<file path="config.mk">
export PLATFORM = sky130hd
export DESIGN_NAME = bus_owner_arb
export DESIGN_NICKNAME = d
export VERILOG_FILES = /design/src/rtl/bus_arb_pkg.sv /design/src/rtl/arb_req_sync.sv /design/src/rtl/arb_prio_pick.sv /design/src/rtl/arb_owner_fsm.sv /design/src/rtl/bus_owner_arb.sv
export SDC_FILE = /design/constraint.sdc
export NUM_CORES = 1
export LEC_CHECK = 0
export ABC_AREA = 1
export ABC_CLOCK_PERIOD_IN_PS = 1250
export CELL_PAD_IN_SITES_DETAIL_PLACEMENT = 1
export CELL_PAD_IN_SITES_GLOBAL_PLACEMENT = 2
export CORE_MARGIN = 2
export CORE_UTILIZATION = 21
export DETAILED_ROUTE_END_ITERATION = 10
export HOLD_SLACK_MARGIN = 0.15
export PLACE_DENSITY = 0.71
export SLEW_MARGIN = 25
export SYNTH_ARGS = -nofsm -noshare
export SYNTH_HDL_FRONTEND = slang
export SYNTH_HIERARCHICAL = 1
export SYNTH_SLANG_ARGS = --single-unit
</file>
<file path="constraint.sdc">
create_clock -name clk -period 1.25 [get_ports clk]
set_clock_uncertainty 0.05 [all_clocks]
set_input_delay 0.1875 -clock clk [delete_from_list [all_inputs] [get_ports clk]]
set_output_delay 0.1875 -clock clk [all_outputs]
set_load 0.1 [all_outputs]
</file>
<file path="src/rtl/bus_arb_pkg.sv">
package bus_arb_pkg;

    typedef enum logic [2:0] {
        OWN_CPU     = 3'd0,
        OWN_DMA     = 3'd1,
        OWN_RFSH    = 3'd2,
        OWN_EXT     = 3'd3,
        OWN_RECLAIM = 3'd4,
        OWN_GAP     = 3'd5
    } owner_e;

endpackage

</file>
<file path="src/rtl/arb_req_sync.sv">
module arb_req_sync #(
    parameter int   STAGES    = 2,
    parameter logic RESET_VAL = 1'b1
) (
    input  logic clk,
    input  logic rst_n,
    input  logic async_in,
    output logic sync_out
);
    localparam int LAST = STAGES - 1;

    logic [LAST:0] stage_d, stage_q;

    generate
        if (STAGES > 1) begin : g_chain
            always_comb stage_d = {stage_q[LAST-1:0], async_in};
        end else begin : g_single
            always_comb stage_d = async_in;
        end
    endgenerate

    always_ff @(posedge clk or negedge rst_n) begin
        if (!rst_n) stage_q <= {STAGES{RESET_VAL}};
        else        stage_q <= stage_d;
    end

    assign sync_out = stage_q[LAST];
endmodule

</file>
<file path="src/rtl/arb_prio_pick.sv">
module arb_prio_pick
    import bus_arb_pkg::*;
(
    input  logic   ext_rq,
    input  logic   rfsh_rq,
    input  logic   dma_rq,
    input  logic   rfsh_first,
    output owner_e winner
);
    always_comb begin
        if (rfsh_first && rfsh_rq) winner = OWN_RFSH;
        else if (ext_rq)           winner = OWN_EXT;
        else if (rfsh_rq)          winner = OWN_RFSH;
        else if (dma_rq)           winner = OWN_DMA;
        else                       winner = OWN_CPU;
    end
endmodule

</file>
<file path="src/rtl/arb_owner_fsm.sv">
module arb_owner_fsm
    import bus_arb_pkg::*;
#(
    parameter int GAP_CYCLES = 1
) (
    input  logic   clk,
    input  logic   rst_n,
    input  logic   ext_rq,
    input  logic   rfsh_req,
    input  logic   dma_req,
    input  logic   xfer_end,
    input  owner_e winner,
    output owner_e owner,
    output logic   rfsh_first
);
    localparam int            GW       = (GAP_CYCLES > 1) ? $clog2(GAP_CYCLES) : 1;
    localparam logic [GW-1:0] GAP_LAST = GW'(GAP_CYCLES - 1);

    typedef struct packed {
        owner_e        own;
        logic [GW-1:0] cnt;
        logic          first;
    } fsm_t;

    fsm_t st_d, st_q;

    always_comb begin
        st_d = st_q;
        case (st_q.own)
            OWN_CPU: begin
                if (xfer_end && (ext_rq || rfsh_req || dma_req)) begin
                    st_d.own = OWN_GAP;
                    st_d.cnt = '0;
                end
            end
            OWN_DMA: begin
                if (xfer_end && (ext_rq || rfsh_req || !dma_req)) begin
                    st_d.own = OWN_GAP;
                    st_d.cnt = '0;
                end
            end
            OWN_RFSH: begin
                if (xfer_end && (ext_rq || !rfsh_req)) begin
                    st_d.own = OWN_GAP;
                    st_d.cnt = '0;
                end
            end
            OWN_EXT: begin
                if (!ext_rq) begin
                    st_d.own = OWN_GAP;
                    st_d.cnt = '0;
                end else if (rfsh_req) begin
                    st_d.own = OWN_RECLAIM;
                end
            end
            OWN_RECLAIM: begin
                if (!ext_rq) begin
                    st_d.own   = OWN_GAP;
                    st_d.cnt   = '0;
                    st_d.first = 1'b1;
                end
            end
            OWN_GAP: begin
                if (st_q.cnt == GAP_LAST) begin
                    st_d.own   = winner;
                    st_d.cnt   = '0;
                    st_d.first = 1'b0;
                end else begin
                    st_d.cnt = st_q.cnt + GW'(1);
                end
            end
            default: begin
                st_d.own   = OWN_CPU;
                st_d.cnt   = '0;
                st_d.first = 1'b0;
            end
        endcase
    end

    always_ff @(posedge clk or negedge rst_n) begin
        if (!rst_n) begin
            st_q.own   <= OWN_CPU;
            st_q.cnt   <= '0;
            st_q.first <= 1'b0;
        end else begin
            st_q <= st_d;
        end
    end

    assign owner      = st_q.own;
    assign rfsh_first = st_q.first;
endmodule

</file>
<file path="src/rtl/bus_owner_arb.sv">
module bus_owner_arb
    import bus_arb_pkg::*;
#(
    parameter int SYNC_STAGES = 2,
    parameter int GAP_CYCLES  = 1
) (
    input  logic clk,
    input  logic rst_n,
    input  logic ext_req_n,
    output logic ext_ack_n,
    input  logic rfsh_req,
    output logic rfsh_gnt,
    input  logic dma_req,
    output logic dma_gnt,
    output logic cpu_gnt,
    input  logic xfer_end
);
    logic   req_n_sync;
    logic   ext_rq;
    logic   rfsh_first;
    owner_e winner;
    owner_e owner;

    arb_req_sync #(
        .STAGES    (SYNC_STAGES),
        .RESET_VAL (1'b1)
    ) i_sync (
        .clk      (clk),
        .rst_n    (rst_n),
        .async_in (ext_req_n),
        .sync_out (req_n_sync)
    );

    assign ext_rq = !req_n_sync;

    arb_prio_pick i_pick (
        .ext_rq     (ext_rq),
        .rfsh_rq    (rfsh_req),
        .dma_rq     (dma_req),
        .rfsh_first (rfsh_first),
        .winner     (winner)
    );

    arb_owner_fsm #(
        .GAP_CYCLES (GAP_CYCLES)
    ) i_fsm (
        .clk        (clk),
        .rst_n      (rst_n),
        .ext_rq     (ext_rq),
        .rfsh_req   (rfsh_req),
        .dma_req    (dma_req),
        .xfer_end   (xfer_end),
        .winner     (winner),
        .owner      (owner),
        .rfsh_first (rfsh_first)
    );

    always_comb begin
        cpu_gnt   = (owner == OWN_CPU);
        dma_gnt   = (owner == OWN_DMA);
        rfsh_gnt  = (owner == OWN_RFSH);
        ext_ack_n = (owner != OWN_EXT);
    end
endmodule

</file>
# After elaboration in Yosys (flattened, before gate mapping)
# Cells that the tools add are included.
[totals]
ff_bits = 7
inputBits = 6
elab_cells = 51
[classes]
add_sub_neg = 1
n_eq_ne = 13
muxes = 16
bitwise_logic = 1
n_reduce_logical = 16
[ops]
columns = ["op", "n"]
rows = [
  ["one-hot mux 4 bit (6 select lines)", 1],
  ["two-way mux 3 bit", 6],
  ["two-way mux 4 bit", 3],
  ["== test 3 x 2 -> 1 bit, second input constant", 2],
  ["== test 3 bit, second input constant", 2],
  ["inequality test 2 x 1 -> 1 bit, second input constant", 3],
  ["inequality test 2 bit, second input constant", 3],
  ["AND reduction 6 bit", 1],
  ["two-way mux 5 bit", 1],
  ["AND reduction 5 bit", 1],
  ["logical AND 1 bit", 4],
  ["logical OR 1 bit", 4],
  ["two-way mux 1 bit", 4],
  ["OR reduction 4 bit", 1],
  ["== test 3 x 1 -> 1 bit, second input constant", 1],
  ["logical NOT 1 bit", 3],
  ["logical NOT 3 bit", 1],
  ["inequality test 3 x 2 -> 1 bit, second input constant", 1],
  ["inequality test 3 bit, second input constant", 1],
  ["one-hot mux 1 bit (3 select lines)", 1],
  ["AND reduction 3 bit", 1],
  ["adder 1 bit, second input constant", 1],
  ["inverter 1 bit", 1],
]

# Longest topological paths before layout
[depth]
ltp_word = 6
ltp_mapped = 10
depth_no_buf = 10

# By module
# The synthesis kept the hierarchy.
[modules_own_cells]
columns = ["mod", "instances", "cells_per_inst", "area_per_inst_um2"]
rows = [
  ["arb_owner_fsm", 1, 54, 329.1],
  ["arb_req_sync", 1, 2, 52.6],
  ["bus_owner_arb", 1, 10, 38.8],
  ["arb_prio_pick", 1, 8, 37.5],
]

# Worst setup path before layout
# Ideal clock, no wire load.
[synth_path]
path_kind = "reg2out"
from = "reg i_fsm.st_q (netlist bit i_fsm/owner[1])"
to = "out cpu_gnt"
arrival_ps = 1829
t_required_ps = 1013
path_slack_ps = -816
stages_incl_launch_ff = 4
n_path_buf = 0
path_cell_list = "dfrtp_1 inv_1 nand2_1 nor2_1"
[synth_via]
elab_chain_cells = 1
[synth_rtl]
columns = ["element", "line", "source"]
rows = [
  ["start, declared", "arb_owner_fsm.sv:25", "fsm_t st_d, st_q;"],
  ["start signal, assigned", "arb_owner_fsm.sv:86", "st_q <= st_d;"],
  ["logical NOT 3 bit", "bus_owner_arb.sv:59", "cpu_gnt = (owner == OWN_CPU);"],
  ["end, declared", "bus_owner_arb.sv:15", "output logic cpu_gnt,"],
]
# No other way between the ends.

# Worst setup path after layout
[layout_path]
from = "reg i_fsm.st_q (netlist bit i_fsm/owner[1])"
to = "out dma_gnt"
[layout_via]
elab_chain_cells = 1
[layout_rtl]
columns = ["element", "line", "source"]
rows = [
  ["== test 3 x 1 -> 1 bit", "bus_owner_arb.sv:60", "dma_gnt = (owner == OWN_DMA);"],
  ["end, declared", "bus_owner_arb.sv:14", "output logic dma_gnt,"],
]
# No other way between the ends.

==> out/metrics.cfg <==
[critical_path]
r2r_cells = 9
path_max_fanout = 5
required_ns = 1.01
worstSetupPathType = flip-flop to output port
cp-start-kind = flip-flop
end_kind = output port
crit_arrival_ns = 1.14

[power]
power_frac_seq_pct = 16.7
clockPowerShare_pct = 9.5
p_comb_share_pct = 73.8
p_leak_nw = 0.4030
ir_drop_mv = 1.223
power.share.switching_pct = 51.61
p_total_mw = 2.080
p_per_area_mw_per_mm2 = 2519
p_switching_mw = 1.074
intPower_mw = 1.007

[route]
vias = 529
wl_per_cell_um = 10.72
wl_mm = 1.318
drtIter0Drc = 6
dr.pass1.iters = 4
detail-route-antenna-nets = 0
drc = 0
via_per_inst = 4.301

[layout]
final_core_util_pct = 41.25
nNetsFinal = 103
fillers = 249
area_delta_synth_final_pct = 80.33
fin_cells = 123
diodes = 0
drive_above_1_share_pct = 51.04

[synthesis]
yosys.area_share.simple_pct = 44.81
synth-compound-area-share_pct = 5.464
synth_nets = 80
synth_fa_ha_area_share_pct = 0
synth_cell_type_count = 18
syn_area_per_cell_um2 = 6.188
postSynthCellCount = 74
ys_ff_latch = 6
seq_area_frac_synth_pct = 33.33
ys_warn_count = 6
synth_area_um2 = 457.9
synthMuxAreaShare_pct = 0
synth_top_family_by_area = simple AND/OR/NAND/NOR gates
synth_xor_area_share_pct = 0

[global_route]
grt_pass1_vias = 547
grt_usage_pct = 11.95
grt_max_degree = 10
antenna_found_initial = 0
grt_pass1_wl_mm = 2.311
gr-total-overflow = 0

[status]
status = finished with violations
violations = negative setup slack

[floorplanning]
pin_count = 10
dieWidth_um = 50.70
core_area_mm2 = 0.002002
die_height_um = 50.70
row_count = 16
dieArea_mm2 = 0.002570
initial_core_util_pct = 22.87

[placement]
port_buffers = 9
hpwl_um = 883.6
dp_cells = 112
preCtsSetupSlack_ns = -0.2533
gp_congestion = 0.6996

[clock_network]
clock_latency_ns = 0.25
cts_inserted_buffers = 3
clockBufferDepth = 2
cts_tree = done
cts.sinks = 6
path_clk_slew_ns = 0.05
htree_levels = 1
cts_root_buf = clkbuf_4

[timing]
finalHoldViolCount = 0
rsz0062_at_grt = yes
setup_viol = 7
drv_slew = 0
finalCritPeriodShare_pct = 110.3
post-route-min-period_ns = 1.378
setup_slack_ns = -0.1281
max_freq_mhz = 725.6

[min_path]
hold_class = flip-flop to flip-flop
hold_path_depth = 0

[run]
maxCapViolations = 0

## path summary, 6_finish.rpt
path | from | to | slack [ns]
worst max-delay path | i_fsm/owner[1] | dma_gnt | -0.13
worst min-delay path | i_sync/stage_q[0] | i_sync/stage_q[1] | 0.29
worst max register to register | i_fsm/owner[1] | i_fsm/owner[0] | -0.06
worst min register to register | i_sync/stage_q[0] | i_sync/stage_q[1] | 0.29
max in group asynchronous | rst_n | i_sync/stage_q[0] | 0.21
min in group asynchronous | rst_n | i_fsm/owner[1] | 0.66
## metal layers
layer	wire (um)	GRT usage [%]	vias up	share of wire, %
met1	572	13.25	250	43
met5	0	0	-	0
met2	701	22.59	9	53
li1	-	-	270	-
met4	0	1.351	0	0
met3	44	3.869	0	3.3
## layout make-up
| type | count | area, um^2 | share of cell area, % |
|---|---|---|---|
| Inverter | 14 | 67.56 | 8.182 |
| Timing Repair Buffer | 20 | 235.2 | 28.48 |
| Sequential cell | 6 | 156.4 | 18.94 |
| Clock buffer | 4 | 26.28 | 3.182 |
| Multi-Input combinational cell | 52 | 306.5 | 37.12 |
| Tap cell | 27 | 33.78 | 4.091 |
## flip-flops by register name, indices dropped and copies added (netlist names)
signal,flops
i_fsm/owner,3
i_fsm/rfsh_first,1
i_sync/stage_q,2
## critical path, stage by stage (launching register included)
cell and delay, ns:
dfrtp_2 0.43, inv_2 0.08, nand2_2 0.07, nor2_4 0.12, buf_12 0.18
## placed cells by master (no fill, tap or decap), drive strengths merged
cell / count
or2: 1
a21oi: 2
dlygate4sd3: 1
nand4: 2
nor3: 2
inv: 14
clkbuf: 4
o21ai: 3
nor2: 8
buf: 14
nand2: 28
nand3: 5
clkdlybuf4s50: 5
dfstp: 2
dfrtp: 4
conb: 1
## per-stage QoR
stage	area, um^2	hold slack (ns)	setup TNS (ns)
floorplan	490.5	-0.1581	-0.1711
global placement	678.2	0.2962	-0.6451
detailed placement	678.2	0.2976	-0.7670
CTS	785.8	0.2893	-0.4834
global route	825.8	0.2946	-1.011
finish	825.8	0.2882	-0.5524
## synth_stat cells
library cell  instances  area share, %
nand4_1               1            1.4
inv_2                 4            3.3
nor2_1                7            5.7
conb_1                1           0.82
or2_1                 1            1.4
a21oi_1               2            2.2
dfstp_2               2             11
nand2_1              25             20
o21ai_0               3            3.3
nand3_1               5            5.5
buf_4                 1            1.6
nand4_2               1            2.7
nor3_1                2            2.2
inv_1                10            8.2
nor2_2                1            1.4
buf_6                 1            2.5
dfrtp_1               4             22
nand2_2               3            4.1
## power by group through the flow
stage / Sequential, mW / Clock [mW] / Combinational (mW)
floorplan: 0.381 / 0 / 0.805
global placement: 0.407 / 0 / 1.18
detailed placement: 0.407 / 0 / 1.18
CTS: 0.337 / 0.201 / 1.43
global route: 0.357 / 0.218 / 1.65
finish: 0.347 / 0.197 / 1.54
## kinds of logic after synthesis
group                  count (synthesis)
AOI/OAI and AO/OA                      5
and+or+nand+nor                       46
other                                  1
DFF                                    6
buffers and inverters                 16
## repair_timing
action                                 CTS  global route
pin swaps                                6             7
hold buffers                             1             0
setup endpoints to repair                7             7
gates resized for setup                 14            10
endpoints found under the hold margin    4             0
buffers inserted                         5             1
Note: power is estimated with default switching activity, not from simulation.
